File: src/rtl/sfi_pkg.sv
package sfi_pkg;
   typedef enum logic {
      EYE_LEFT  = 1'b0,
      EYE_RIGHT = 1'b1
   } eye_e;

   localparam int unsigned MAX_RD_LAT = 4;

   function automatic logic eye_is_left(input logic eye);
      return eye == EYE_LEFT;
   endfunction
endpackage

File: src/rtl/sfi_eye_ctrl.sv
module sfi_eye_ctrl #(
   parameter bit GLASS_INV = 1'b0
) (
   input  logic clk,
   input  logic rst_n,
   input  logic frame_start,
   output logic eye_sel,
   output logic glasses
);
   import sfi_pkg::*;

   eye_e eye_q;
   logic glasses_q;
   logic eye_nxt;

   assign eye_nxt = frame_start ? ~eye_q : eye_q;

   always_ff @(posedge clk or negedge rst_n) begin
      if (!rst_n) eye_q <= EYE_RIGHT;
      else        eye_q <= eye_e'(eye_nxt);
   end

   generate
      if (GLASS_INV) begin : g_inv
         always_ff @(posedge clk or negedge rst_n) begin
            if (!rst_n) glasses_q <= ~EYE_RIGHT;
            else        glasses_q <= ~eye_nxt;
         end
      end else begin : g_direct
         always_ff @(posedge clk or negedge rst_n) begin
            if (!rst_n) glasses_q <= EYE_RIGHT;
            else        glasses_q <= eye_nxt;
         end
      end
   endgenerate

   assign eye_sel = eye_q;
   assign glasses = glasses_q;
endmodule

File: src/rtl/sfi_addr_gen.sv
module sfi_addr_gen #(
   parameter int unsigned H_ACT  = 640,
   parameter int unsigned V_ACT  = 480,
   parameter int unsigned ADDR_W = $clog2(H_ACT * V_ACT)
) (
   input  logic              clk,
   input  logic              rst_n,
   input  logic              frame_start,
   input  logic              line_start,
   input  logic              active,
   output logic [ADDR_W-1:0] addr
);
   localparam int unsigned COL_W = $clog2(H_ACT);
   localparam int unsigned ROW_W = $clog2(V_ACT);
   localparam logic [COL_W-1:0] COL_LAST = COL_W'(H_ACT - 1);
   localparam logic [ROW_W-1:0] ROW_LAST = ROW_W'(V_ACT - 1);

   logic [COL_W-1:0] col_q;
   logic [ROW_W-1:0] row_q;
   logic             seen_q;

   always_ff @(posedge clk or negedge rst_n) begin
      if (!rst_n) begin
         col_q  <= '0;
         row_q  <= '0;
         seen_q <= 1'b0;
      end else if (frame_start) begin
         col_q  <= '0;
         row_q  <= '0;
         seen_q <= 1'b0;
      end else if (line_start) begin
         col_q  <= '0;
         seen_q <= 1'b0;
         if (seen_q && row_q != ROW_LAST) row_q <= row_q + 1'b1;
      end else if (active) begin
         seen_q <= 1'b1;
         if (col_q != COL_LAST) col_q <= col_q + 1'b1;
      end
   end

   assign addr = ADDR_W'(row_q) * ADDR_W'(H_ACT) + ADDR_W'(col_q);
endmodule

File: src/rtl/sfi_pix_path.sv
module sfi_pix_path #(
   parameter int unsigned PIX_W  = 24,
   parameter int unsigned RD_LAT = 1
) (
   input  logic             clk,
   input  logic             rst_n,
   input  logic             active,
   input  logic             eye_sel,
   input  logic [PIX_W-1:0] left_data,
   input  logic [PIX_W-1:0] right_data,
   output logic [PIX_W-1:0] pix,
   output logic             valid
);
   import sfi_pkg::*;

   logic [RD_LAT-1:0] act_sr;
   logic [RD_LAT-1:0] eye_sr;

   generate
      if (RD_LAT == 1) begin : g_lat1
         always_ff @(posedge clk or negedge rst_n) begin
            if (!rst_n) begin
               act_sr <= '0;
               eye_sr <= '0;
            end else begin
               act_sr <= active;
               eye_sr <= eye_sel;
            end
         end
      end else begin : g_latn
         always_ff @(posedge clk or negedge rst_n) begin
            if (!rst_n) begin
               act_sr <= '0;
               eye_sr <= '0;
            end else begin
               act_sr <= {act_sr[RD_LAT-2:0], active};
               eye_sr <= {eye_sr[RD_LAT-2:0], eye_sel};
            end
         end
      end
   endgenerate

   assign valid = act_sr[RD_LAT-1];

   always_comb begin
      if (!valid)                          pix = '0;
      else if (eye_is_left(eye_sr[RD_LAT-1])) pix = left_data;
      else                                 pix = right_data;
   end
endmodule

File: src/rtl/stereo_interleaver.sv
module stereo_interleaver #(
   parameter int unsigned H_ACT     = 640,
   parameter int unsigned V_ACT     = 480,
   parameter int unsigned PIX_W     = 24,
   parameter int unsigned RD_LAT    = 1,
   parameter bit          GLASS_INV = 1'b0,
   parameter int unsigned ADDR_W    = $clog2(H_ACT * V_ACT)
) (
   input  logic              clk,
   input  logic              rst_n,
   input  logic              frame_start,
   input  logic              line_start,
   input  logic              active,
   input  logic [PIX_W-1:0]  left_rd_data,
   input  logic [PIX_W-1:0]  right_rd_data,
   output logic [ADDR_W-1:0] rd_addr,
   output logic              rd_en_left,
   output logic              rd_en_right,
   output logic [PIX_W-1:0]  pix_out,
   output logic              pix_valid,
   output logic              eye_sel,
   output logic              glasses
);
   import sfi_pkg::*;

   generate
      if (H_ACT < 2 || V_ACT < 2) begin : g_bad_geom
         $error("stereo_interleaver: H_ACT and V_ACT must be at least 2");
      end
      if (RD_LAT < 1 || RD_LAT > MAX_RD_LAT) begin : g_bad_lat
         $error("stereo_interleaver: RD_LAT out of range");
      end
      if (PIX_W < 1) begin : g_bad_pix
         $error("stereo_interleaver: PIX_W must be positive");
      end
      if ((1 << ADDR_W) < H_ACT * V_ACT) begin : g_bad_addr
         $error("stereo_interleaver: ADDR_W too narrow");
      end
   endgenerate

   logic eye_w;

   sfi_eye_ctrl #(.GLASS_INV(GLASS_INV)) eye_i (
      .clk         (clk),
      .rst_n       (rst_n),
      .frame_start (frame_start),
      .eye_sel     (eye_w),
      .glasses     (glasses)
   );

   sfi_addr_gen #(.H_ACT(H_ACT), .V_ACT(V_ACT), .ADDR_W(ADDR_W)) addr_i (
      .clk         (clk),
      .rst_n       (rst_n),
      .frame_start (frame_start),
      .line_start  (line_start),
      .active      (active),
      .addr        (rd_addr)
   );

   sfi_pix_path #(.PIX_W(PIX_W), .RD_LAT(RD_LAT)) pix_i (
      .clk        (clk),
      .rst_n      (rst_n),
      .active     (active),
      .eye_sel    (eye_w),
      .left_data  (left_rd_data),
      .right_data (right_rd_data),
      .pix        (pix_out),
      .valid      (pix_valid)
   );

   assign rd_en_left  = active &  eye_is_left(eye_w);
   assign rd_en_right = active & ~eye_is_left(eye_w);
   assign eye_sel     = eye_w;
endmodule

File: config.mk
export PLATFORM = sky130hd
export DESIGN_NAME = stereo_interleaver
export DESIGN_NICKNAME = d
export VERILOG_FILES = /design/src/rtl/sfi_pkg.sv /design/src/rtl/sfi_eye_ctrl.sv /design/src/rtl/sfi_addr_gen.sv /design/src/rtl/sfi_pix_path.sv /design/src/rtl/stereo_interleaver.sv
export SDC_FILE = /design/constraint.sdc
export NUM_CORES = 1
export LEC_CHECK = 0
export BUFFER_PORTS_ARGS = -buffer_cell sky130_fd_sc_hd__buf_2
export CORE_AREA = 3 3 79 81
export DETAILED_ROUTE_END_ITERATION = 16
export DIE_AREA = 0 0 82 84
export PLACE_DENSITY_LB_ADDON = 0.2
export REMOVE_ABC_BUFFERS = 1
export SLEW_MARGIN = 20
export SYNTH_ARGS = -nofsm -noshare
export SYNTH_HDL_FRONTEND = slang
export SYNTH_SLANG_ARGS = --single-unit
File: constraint.sdc
create_clock -name clk -period 2.9 [get_ports clk]
set_input_delay 0.29 -clock clk [delete_from_list [all_inputs] [get_ports clk]]
set_output_delay 0.29 -clock clk [all_outputs]
set_load 0.01 [all_outputs]
### Word-level counts from Yosys, hierarchy flattened

Index checks and enable logic that the tools add are counted.

| word-level totals | value |
|---|---|
| register bits after elaboration | 23 |
| input bits | 53 |
| word-level logic and storage cells | 34 |
| output and inout port bits | 48 |

| cells by class | value |
|---|---|
| equality and inequality tests | 2 |
| multipliers | 1 |
| reductions and logical operators | 7 |
| add/subtract/negate cells | 3 |
| mux-type cells | 12 |
| bitwise operators | 3 |

Operators with widths:

| kind | count |
|---|---|
| $mux 24 | 2 |
| $mux 10 | 4 |
| $mux 9 | 3 |
| $add 19x10->19 | 1 |
| $mul 9x3->12 const B | 1 |
| $add 10x1->10 const B | 1 |
| $ne 10x10->1 const B | 1 |
| $add 9x1->9 const B | 1 |
| $ne 9x9->1 const B | 1 |
| $reduce_bool 3->1 | 2 |
| $reduce_and 2->1 | 2 |
| $reduce_bool 2->1 | 2 |
| $mux 1 | 3 |
| $and 1x1->1 | 2 |
| $logic_and 1x1->1 | 1 |
| $not 1->1 | 1 |

### Logic depth before layout (Yosys ltp)

Gate-level depths: netlist of run 1.

| depth | value |
|---|---|
| depth after elaboration | 5 |
| gate-level depth with buffers | 10 |
| mapped depth without buffers | 10 |

### Cells and area by module

From an unflattened synthesis of run 1, not the netlist that was laid out.

| unflattened totals | value |
|---|---|
| cells, all modules | 238 |
| area total of the unflattened synthesis | 2167.1 um^2 |

By module, submodules not included:

| module | cells each | area an instance (um^2) | sequential area each (um^2) | instances |
|---|---|---|---|---|
| sfi_addr_gen | 178 | 1609.0 | 500.5 | 1 |
| sfi_pix_path | 55 | 499.2 | 50.0 | 1 |
| sfi_eye_ctrl | 3 | 42.5 | 26.3 | 1 |
| stereo_interleaver | 2 | 16.3 | 0.0 | 1 |

### Worst setup path before layout of run 1

OpenSTA, ideal clock, no wires.

| path | value |
|---|---|
| path type | flip-flop to output port |
| start point | reg addr_i.row_q[3] |
| end point | out rd_addr[18] |
| path slack | 0.065 ns |
| arrival time | 2.545 ns |
| buffers on the path | 0 |
| data required time | 2.610 ns |
| stages on the path, launching flop included | 10 |
| cells stage by stage | dfrtp_1 -> ha_1 -> ha_1 -> inv_1 -> fa_1 -> nand2b_1 -> a21oi_1 -> xor2_1 -> nand3_2 -> o41ai_1 |

| between the ends | value |
|---|---|
| longest elaborated chain between the ends | 2 |

Ends and longest elaborated chain:

| item | RTL line | source |
|---|---|---|
| start, declared | sfi_addr_gen.sv:19 | `logic [ROW_W-1:0] row_q;` |
| start signal, assigned | sfi_addr_gen.sv:34 | `if (seen_q && row_q != ROW_LAST) row_q <= row_q + 1'b1;` |
| $mul 9x3->12 | sfi_addr_gen.sv:41 | `assign addr = ADDR_W'(row_q) * ADDR_W'(H_ACT) + ADDR_W'(col_q);` |
| $add 19x10->19 | sfi_addr_gen.sv:41 |  |
| end, declared | stereo_interleaver.sv:16 | `output logic [ADDR_W-1:0] rd_addr,` |

No other way between the ends.

### Final worst setup path of run 1

| path | value |
|---|---|
| start point | reg addr_i.row_q[4] |
| end point | out rd_addr[16] |

The elaborated chain is that of the path after synthesis.

==> results.sh, run 1 <==
export IMPL_dieArea_sq_um=6888
export IMPL_clk_pin_slew_ns=0.09
export IMPL_first_pass_iters=4
export IMPL_fmax_mhz=339.3
export IMPL_final_util_pct=54.61
export IMPL_die_x_microns=82
export IMPL_grt_pass1_vias=2015
export IMPL_path_max_fanout=5
export IMPL_crit_path_max_incr_delay_ns=0.42
export IMPL_rsz0062_at_grt="yes"
export IMPL_worst_slew_pin_slew_ns=0.5783
export IMPL_rr_worst_depth=9
export IMPL_yosys_top_cells_area="dfrtp_1 (25%), mux2i_1 (11%), ha_1 (11%)"
export IMPL_synth_edff_count=0
export IMPL_root_buffer="clkbuf_8"
export IMPL_relSlewSlack_pct=61.45
export IMPL_synth_area_sq_um=2243
export IMPL_hold_viol=0
export IMPL_synth_top_area_share_pct=24.54
export IMPL_port_buffers=100
export IMPL_rows=27
export IMPL_min_from="active"
export IMPL_worstSetupEndpointType="output pin"
export IMPL_yosysTopAreaCell="dfrtp_1"
export IMPL_violations="negative setup slack"
export IMPL_hold_class="primary input to flop"
export IMPL_track_usage_pct=16.10
export IMPL_grt_pass1_wl_mm=9.149
export IMPL_setup_viol=3
export IMPL_period_needed_ns=2.947
export IMPL_yosys_most_used_dff="dfrtp_1"
export IMPL_drive_gt1_share_pct=42.86
export IMPL_ys_warn_count=0
export IMPL_min_delay_path_depth=1
export IMPL_vdd_drop_max_mv=0.2734
export IMPL_worst_path_max_delay_cell="dfrtp_1"
export IMPL_post_drt_wl_per_cell_microns=13.19
export IMPL_synth_cell_types=41
export IMPL_core_sq_um=5540
export IMPL_setup_ws_ns=-0.04743
export IMPL_clockBufferDepth=2
export IMPL_antenna_found_initial=0
export IMPL_startpoint_type="flop"
export IMPL_place_gp_congestion=0.7699
export IMPL_p_per_area_nw_per_um2=336.9
export IMPL_clock_sinks=23
export IMPL_worst_r2r_setup_slack_ns=0.97
export IMPL_grt_max_degree=26
export IMPL_p_leak_nw=1.553
export IMPL_drc=0
export IMPL_cts_tree="done"
export IMPL_diodes=0
export IMPL_num_vias=2043
export IMPL_slew_violations=0
export IMPL_drtIter0Drc=64
export IMPL_syn_to_final_growth_pct=34.86
export IMPL_cp_data_arrival_time_ns=2.66
export IMPL_wl_mm=5.565
export IMPL_worstPathRequired_ns=2.61
export IMPL_start_util_pct=40.49
export IMPL_antenna_left=0
export IMPL_path_cells="buf_4 > ha_1 > ha_4 > nand2_1 > o2111ai_1 > or3b_4 > nand3_2 > nor2_2 > xnor2_1 > buf_2"
export IMPL_syn_inst=247
export IMPL_ys_seq_area_share_pct=25.71
export IMPL_crit_type="flop to output pin"
export IMPL_die_h_microns=84
export IMPL_period_share_pct=101.6
export IMPL_drv_cap=0
export IMPL_hpwl_mm=4.385
export IMPL_avgSynthCellArea_sq_um=9.083
export IMPL_skew_ns=0.001399
export IMPL_viasPerCell=4.841
export IMPL_r2r_start="addr_i.row_q[1]"
export IMPL_ys_ff_latch=23
export IMPL_clock_latency_ns=0.27
export IMPL_r2r_end="addr_i.row_q[5]"
export IMPL_ys_async_sr_fraction_pct=100.0
export IMPL_gr_total_overflow=0
export IMPL_cts_buffers=3
export IMPL_final_nets=425
export IMPL_pin_count=101
export IMPL_post_place_ws_ns=0.08722
export IMPL_fillers=533
export IMPL_htreeDepth=1
export IMPL_holdPathEnd="pix_i.valid"
export IMPL_status="complete, but fails checks"
placed cells by master (no fill, tap or decap), types with 2 or more instances in the layout:
| cell | n |
|---|---|
| a21o_1 | 3 |
| a21oi_1 | 5 |
| a21oi_2 | 2 |
| and2_1 | 2 |
| buf_2 | 100 |
| buf_4 | 13 |
| clkbuf_8 | 3 |
| dfrtp_1 | 21 |
| ha_1 | 13 |
| ha_2 | 3 |
| ha_4 | 3 |
| inv_1 | 10 |
| mux2i_1 | 25 |
| nand2_1 | 10 |
| nand2b_1 | 4 |
| nand3_1 | 6 |
| nand3_2 | 3 |
| nor2_1 | 27 |
| nor2_2 | 2 |
| nor2b_1 | 28 |
| nor3_1 | 3 |
| nor3_2 | 2 |
| o2111ai_1 | 2 |
| o21ai_0 | 3 |
| xnor2_1 | 14 |
| xor2_1 | 13 |
| xor2_2 | 3 |
flip-flops by register name, indices dropped and copies added, names as in the netlist:
name / flops
addr_i.col_q: 10
addr_i.row_q: 9
addr_i.seen_q: 1
eye_i.eye_sel: 1
pix_i.eye_sr: 1
pix_i.valid: 1
synthesized netlist by cell type, types with 2 or more instances:
| cell type | instances |
|---|---|
| a21o_1 | 3 |
| a21oi_1 | 7 |
| and2_1 | 2 |
| buf_2 | 2 |
| buf_4 | 8 |
| clkbuf_1 | 5 |
| dfrtp_1 | 22 |
| fa_1 | 2 |
| ha_1 | 19 |
| inv_1 | 11 |
| mux2i_1 | 25 |
| nand2_1 | 11 |
| nand2b_1 | 5 |
| nand3_1 | 6 |
| nand3_2 | 3 |
| nor2_1 | 29 |
| nor2b_1 | 28 |
| nor3_1 | 3 |
| nor3_2 | 2 |
| o2111ai_1 | 2 |
| o21ai_0 | 4 |
| xnor2_1 | 15 |
| xor2_1 | 15 |
how the worst max path moves through the flow:
stage                              to       startpoint  slack, ns  cells after the start
after floorplan           rd_addr[18]  addr_i.row_q[3]       0.06                      9
after global placement    rd_addr[18]  addr_i.row_q[1]       0.14                     10
after detailed placement  rd_addr[18]  addr_i.row_q[1]       0.09                     10
after CTS                 rd_addr[17]  addr_i.row_q[1]      -0.08                     11
after global routing      rd_addr[18]  addr_i.row_q[3]      -0.18                     10
final                     rd_addr[16]  addr_i.row_q[4]      -0.05                     10
metal layers:
metal | track usage (%) | vias up | part of all wire, %
met2 | 28.66 | 51 | 52
met1 | 19.91 | 950 | 42
met5 | 0 | - | 0
met4 | 2.115 | 0 | 0.75
li1 | - | 1036 | -
met3 | 3.564 | 6 | 5.0
logic make-up after synthesis:
group | share of synthesized area, %
AND/OR/NAND/NOR | 23.48
XOR/XNOR | 12.44
buffers and inverters | 5.801
multiplexers | 11.15
AO/OA/AOI/OAI | 9.036
flip-flops | 25.71
adder cells (fa/ha/maj) | 12.38
final cells by class:
| class | count | area [sq um] | share of cell area, % |
|---|---|---|---|
| flip-flops and latches | 23 | 578.1 | 19.11 |
| multi-input cells | 198 | 1659 | 54.84 |
| repair buffers | 114 | 608.1 | 20.10 |
| well taps | 72 | 90.09 | 2.978 |
| clock inverters | 1 | 7.507 | 0.2481 |
| clock buffers | 3 | 41.29 | 1.365 |
| inverters | 11 | 41.29 | 1.365 |
critical path: cells and delay by family (launching register included):
family,cells,cell delay (ns)
AOI/OAI and AO/OA,1,0.19
DFF,1,0.42
adders and majority gates,2,0.65
and+or+nand+nor,4,0.67
buffers and inverters,2,0.32
xor gates and xnor gates,1,0.16
stage by stage:
step | cells | area (sq um) | hold slack, ns | TNS (ns) | total power, mW
after floorplan | 232 | 2155 | -0.005591 | 0 | 0.6537
final | 422 | 3025 | 0.2239 | -0.09758 | 1.019
after CTS | 420 | 2985 | 0.2148 | -0.1949 | 1.033
after global placement | 412 | 2805 | 0.2920 | 0 | 0.8153
after detailed placement | 412 | 2805 | 0.2955 | 0 | 0.8229
after global routing | 422 | 3025 | 0.2133 | -0.8232 | 1.088
where the power goes:
group / leakage [nW] / switching [mW] / internal [mW]
clock network: 0.0217 / 0.110 / 0.0973
registers: 0.310 / 0.0196 / 0.343
logic: 1.22 / 0.229 / 0.220
repair_timing:
action                                  in CTS  in global routing
pin swaps                                   12                 12
hold buffers                                 1                  0
cloned                                       0                  0
buffers inserted                             3                  2
hold endpoints to repair                    13                  0
endpoints found under the setup margin       4                  5
resized for setup                           20                  4
(Power assumes the default switching activity.)
==> run 2: changes to the inputs <==
--- a/config.mk
+++ b/config.mk
@@ -5,10 +5,11 @@
 export SDC_FILE = /design/constraint.sdc
 export NUM_CORES = 1
 export LEC_CHECK = 0
+export ABC_AREA = 1
 export BUFFER_PORTS_ARGS = -buffer_cell sky130_fd_sc_hd__buf_2
-export CORE_AREA = 3 3 79 81
+export CORE_AREA = 3 3 82 84
 export DETAILED_ROUTE_END_ITERATION = 16
-export DIE_AREA = 0 0 82 84
+export DIE_AREA = 0 0 85 87
 export PLACE_DENSITY_LB_ADDON = 0.2
 export REMOVE_ABC_BUFFERS = 1
 export SLEW_MARGIN = 20
==> constraint.sdc (replaced) <==
create_clock -name clk -period 2.9 [get_ports clk]
set_input_delay 0 -clock clk [delete_from_list [all_inputs] [get_ports clk]]
set_output_delay 0 -clock clk [all_outputs]
set_load 0.01 [all_outputs]
==> run 2 against run 1 <==
The flow now finishes without violations. Sequential share of layout area increased by 0.31 points. Area after synthesis increased by 7.6%. Via count increased by 25%. Fmax increased by 13%. Largest cell class unchanged.
==> results.sh, run 2 <==
export IMPL_antenna_found_initial=0
export IMPL_drive_gt1_share_pct=28.79
export IMPL_track_usage_pct=16.15
export IMPL_avgSynthCellArea_sq_um=6.594
export IMPL_yosys_most_used_dff="dfrtp_1"
export IMPL_core_sq_um=5991
export IMPL_hpwl_mm=5.056
export IMPL_drc=0
export IMPL_status="complete, no violations"
export IMPL_root_buffer="clkbuf_8"
export IMPL_period_needed_ns=2.599
export IMPL_cts_tree="done"
export IMPL_viasPerCell=4.806
export IMPL_period_share_pct=89.61
export IMPL_worstSetupEndpointType="output pin"
export IMPL_setup_ws_ns=0.3012
export IMPL_worstPathRequired_ns=2.90
export IMPL_startpoint_type="flop"
export IMPL_wl_mm=6.188
export IMPL_p_per_area_nw_per_um2=345.1
export IMPL_hold_class="primary input to flop"
export IMPL_ys_ff_latch=23
export IMPL_clock_sinks=23
export IMPL_r2r_end="addr_i.col_q[1]"
export IMPL_clk_pin_slew_ns=0.09
export IMPL_holdPathEnd="eye_i.eye_sel"
export IMPL_p_leak_nw=1.661
export IMPL_dpl_cell_area_sq_um=2902
export IMPL_path_max_fanout=6
export IMPL_yosysMostFrequentCell="nand2_1"
export IMPL_fmax_mhz=384.8
export IMPL_slew_violations=0
export IMPL_crit_path_max_incr_delay_ns=0.45
export IMPL_synth_area_sq_um=2414
export IMPL_synth_top_area_share_pct=22.81
export IMPL_final_nets=530
export IMPL_syn_to_final_growth_pct=23.07
export IMPL_htreeDepth=1
export IMPL_layout_commonest_cell="buf_2"
export IMPL_skew_ns=0.003342
export IMPL_layout_common_cells="buf_2 (100), nand2_1 (70), nor2_1 (67), inv_1 (42), o21ai_0 (34)"
export IMPL_ys_seq_area_share_pct=23.90
export IMPL_path_cells="ha_1 > ha_1 > inv_1 > fa_1 > xnor2_1 > nand2_1 > nor2_2 > nand3_2 > o21ai_0 > nand2_1 > buf_2"
export IMPL_reg_largest_list="addr_i.col_q: 10 flops, addr_i.row_q: 9 flops"
export IMPL_worst_r2r_setup_slack_ns=1.01
export IMPL_r2r_start="addr_i.col_q[0]"
export IMPL_die_h_microns=87
export IMPL_antenna_left=0
export IMPL_synth_top_family_by_area="simple AND/OR/NAND/NOR gates"
export IMPL_crit_type="flop to output pin"
export IMPL_critPathTopFamily="adder cells"
export IMPL_yosys_top_cells_area="dfrtp_1 (23%), nand2_1 (11%), nor2_1 (10%)"
export IMPL_largest_reg_flops=10
export IMPL_synth_mux_area_share_pct=0
export IMPL_num_vias=2547
export IMPL_yosysTopAreaCell="dfrtp_1"
export IMPL_hold_slack_ns=0.03974
export IMPL_diodes=0
export IMPL_hold_viol=0
export IMPL_pin_count=101
export IMPL_start_util_pct=40.29
export IMPL_ys_async_sr_fraction_pct=100.0
export IMPL_post_place_ws_ns=0.5648
export IMPL_worst_slew_pin_slew_ns=0.7228
export IMPL_rr_worst_depth=8
export IMPL_min_delay_path_depth=2
export IMPL_fin_setup_tns_ns=0
export IMPL_drv_cap=0
export IMPL_gr_total_overflow=0
export IMPL_syn_inst=366
export IMPL_setup_viol=0
export IMPL_grt_pass1_wl_mm=10.25
export IMPL_port_buffers=100
export IMPL_dieArea_sq_um=7395
export IMPL_synth_common_cells="nand2_1 (70), nor2_1 (67), inv_1 (42), o21ai_0 (34), dfrtp_1 (22)"
export IMPL_vdd_drop_max_mv=0.2397
export IMPL_synth_xor_area_share_pct=4.717
export IMPL_rows=28
export IMPL_cts_buffers=3
export IMPL_min_from="frame_start"
export IMPL_synth_cell_types=35
export IMPL_first_pass_iters=4
export IMPL_die_x_microns=85
export IMPL_drtIter0Drc=79
export IMPL_synth_compound_area_share_pct=10.94
export IMPL_postCtsSetupBuffers=0
export IMPL_final_cell_area_sq_um=2970
export IMPL_post_drt_wl_per_cell_microns=11.68
export IMPL_worst_path_buf_inv=2
export IMPL_yosys_area_share_adder_pct=11.51
export IMPL_ys_warn_count=0
export IMPL_regMostFlops="addr_i.col_q"
export IMPL_worst_path_max_delay_cell="dfrtp_1"
export IMPL_grt_pass1_vias=2338
export IMPL_rsz0062_at_grt="no"
export IMPL_relSlewSlack_pct=51.76
export IMPL_clockBufferDepth=2
export IMPL_cp_data_arrival_time_ns=2.60
export IMPL_clock_latency_ns=0.27
export IMPL_synth_simple_area_share_pct=37.69
export IMPL_grt_max_degree=26
export IMPL_place_gp_congestion=0.8105
export IMPL_synth_edff_count=0
[run 2: cell count changes after synthesis, moves of 7 or more]
cell	delta
nand2_1	+59
nor2_1	+38
inv_1	+31
o21ai_0	+30
nor2b_1	-28
mux2i_1	-25
nand3_1	+13
xnor2_1	-12
nand4_1	+8
nor3_1	+7
[run 2: logic make-up (layout without fill, tap and decap cells)]
| family | Yosys count | in the layout |
|---|---|---|
| simple gates | 198 | 198 |
| buf+inv | 61 | 150 |
| compound gates | 50 | 50 |
| flops | 23 | 23 |
| fa+ha+maj | 21 | 21 |
| xor+xnor | 13 | 13 |
[run 2: layout make-up]
type                    count  area (sq um)
clock buffers               3         41.29
flip-flops and latches     23         576.8
fillers                   640          3020
inverters                  44         165.2
well taps                  75         93.84
repair buffers            102         520.5
multi-input cells         282          1565
clock inverters             1         7.507
[run 2: worst max-delay path by stage]
stage                     cells past startpoint             from          end
after floorplan                              12  addr_i.row_q[3]  rd_addr[17]
after global placement                       13  addr_i.row_q[3]  rd_addr[17]
after detailed placement                     11  addr_i.row_q[3]  rd_addr[16]
after CTS                                    11  addr_i.row_q[3]  rd_addr[16]
after global routing                         11  addr_i.row_q[3]  rd_addr[16]
final                                        11  addr_i.row_q[3]  rd_addr[16]
[run 2: stage by stage]
stage | util, % | power (mW) | instances
3_5_place_dp | 48.43 | 0.8298 | 524
2_1_floorplan | - | 0.6221 | 349
5_1_grt | 49.58 | 1.111 | 530
4_1_cts | 49.58 | 1.048 | 530
6_report | 49.58 | 1.025 | 530
3_3_place_gp | 48.43 | 0.8234 | 524
[run 2: layer usage]
layer	wire length [microns]	global-route usage, %	vias up
met5	0	0	-
met2	3192	28.18	46
met3	214	2.271	8
met4	73	3.309	0
li1	-	-	1350
met1	2707	21.31	1143
[run 2: worst register-to-register path: stages (launching register included)]
cell and delay (ns):
dfrtp_1 0.45, ha_1 0.20, nand2_1 0.11, nor2_2 0.18
nand4_1 0.12, nand2_1 0.30, inv_1 0.24, nand4_1 0.11
o21ai_1 0.07
[run 2: repair_timing]
action                                  in CTS  in global routing
hold endpoints to repair                    23                  0
hold buffers                                 2                  0
endpoints found under the setup margin       0                  0
resized for setup                            0                  0
[run 2: report_power, final]
| group | total [mW] | internal [mW] | switching (mW) |
|---|---|---|---|
| registers | 0.406 | 0.344 | 0.0617 |
| logic | 0.415 | 0.163 | 0.252 |
| clock network | 0.204 | 0.0972 | 0.107 |
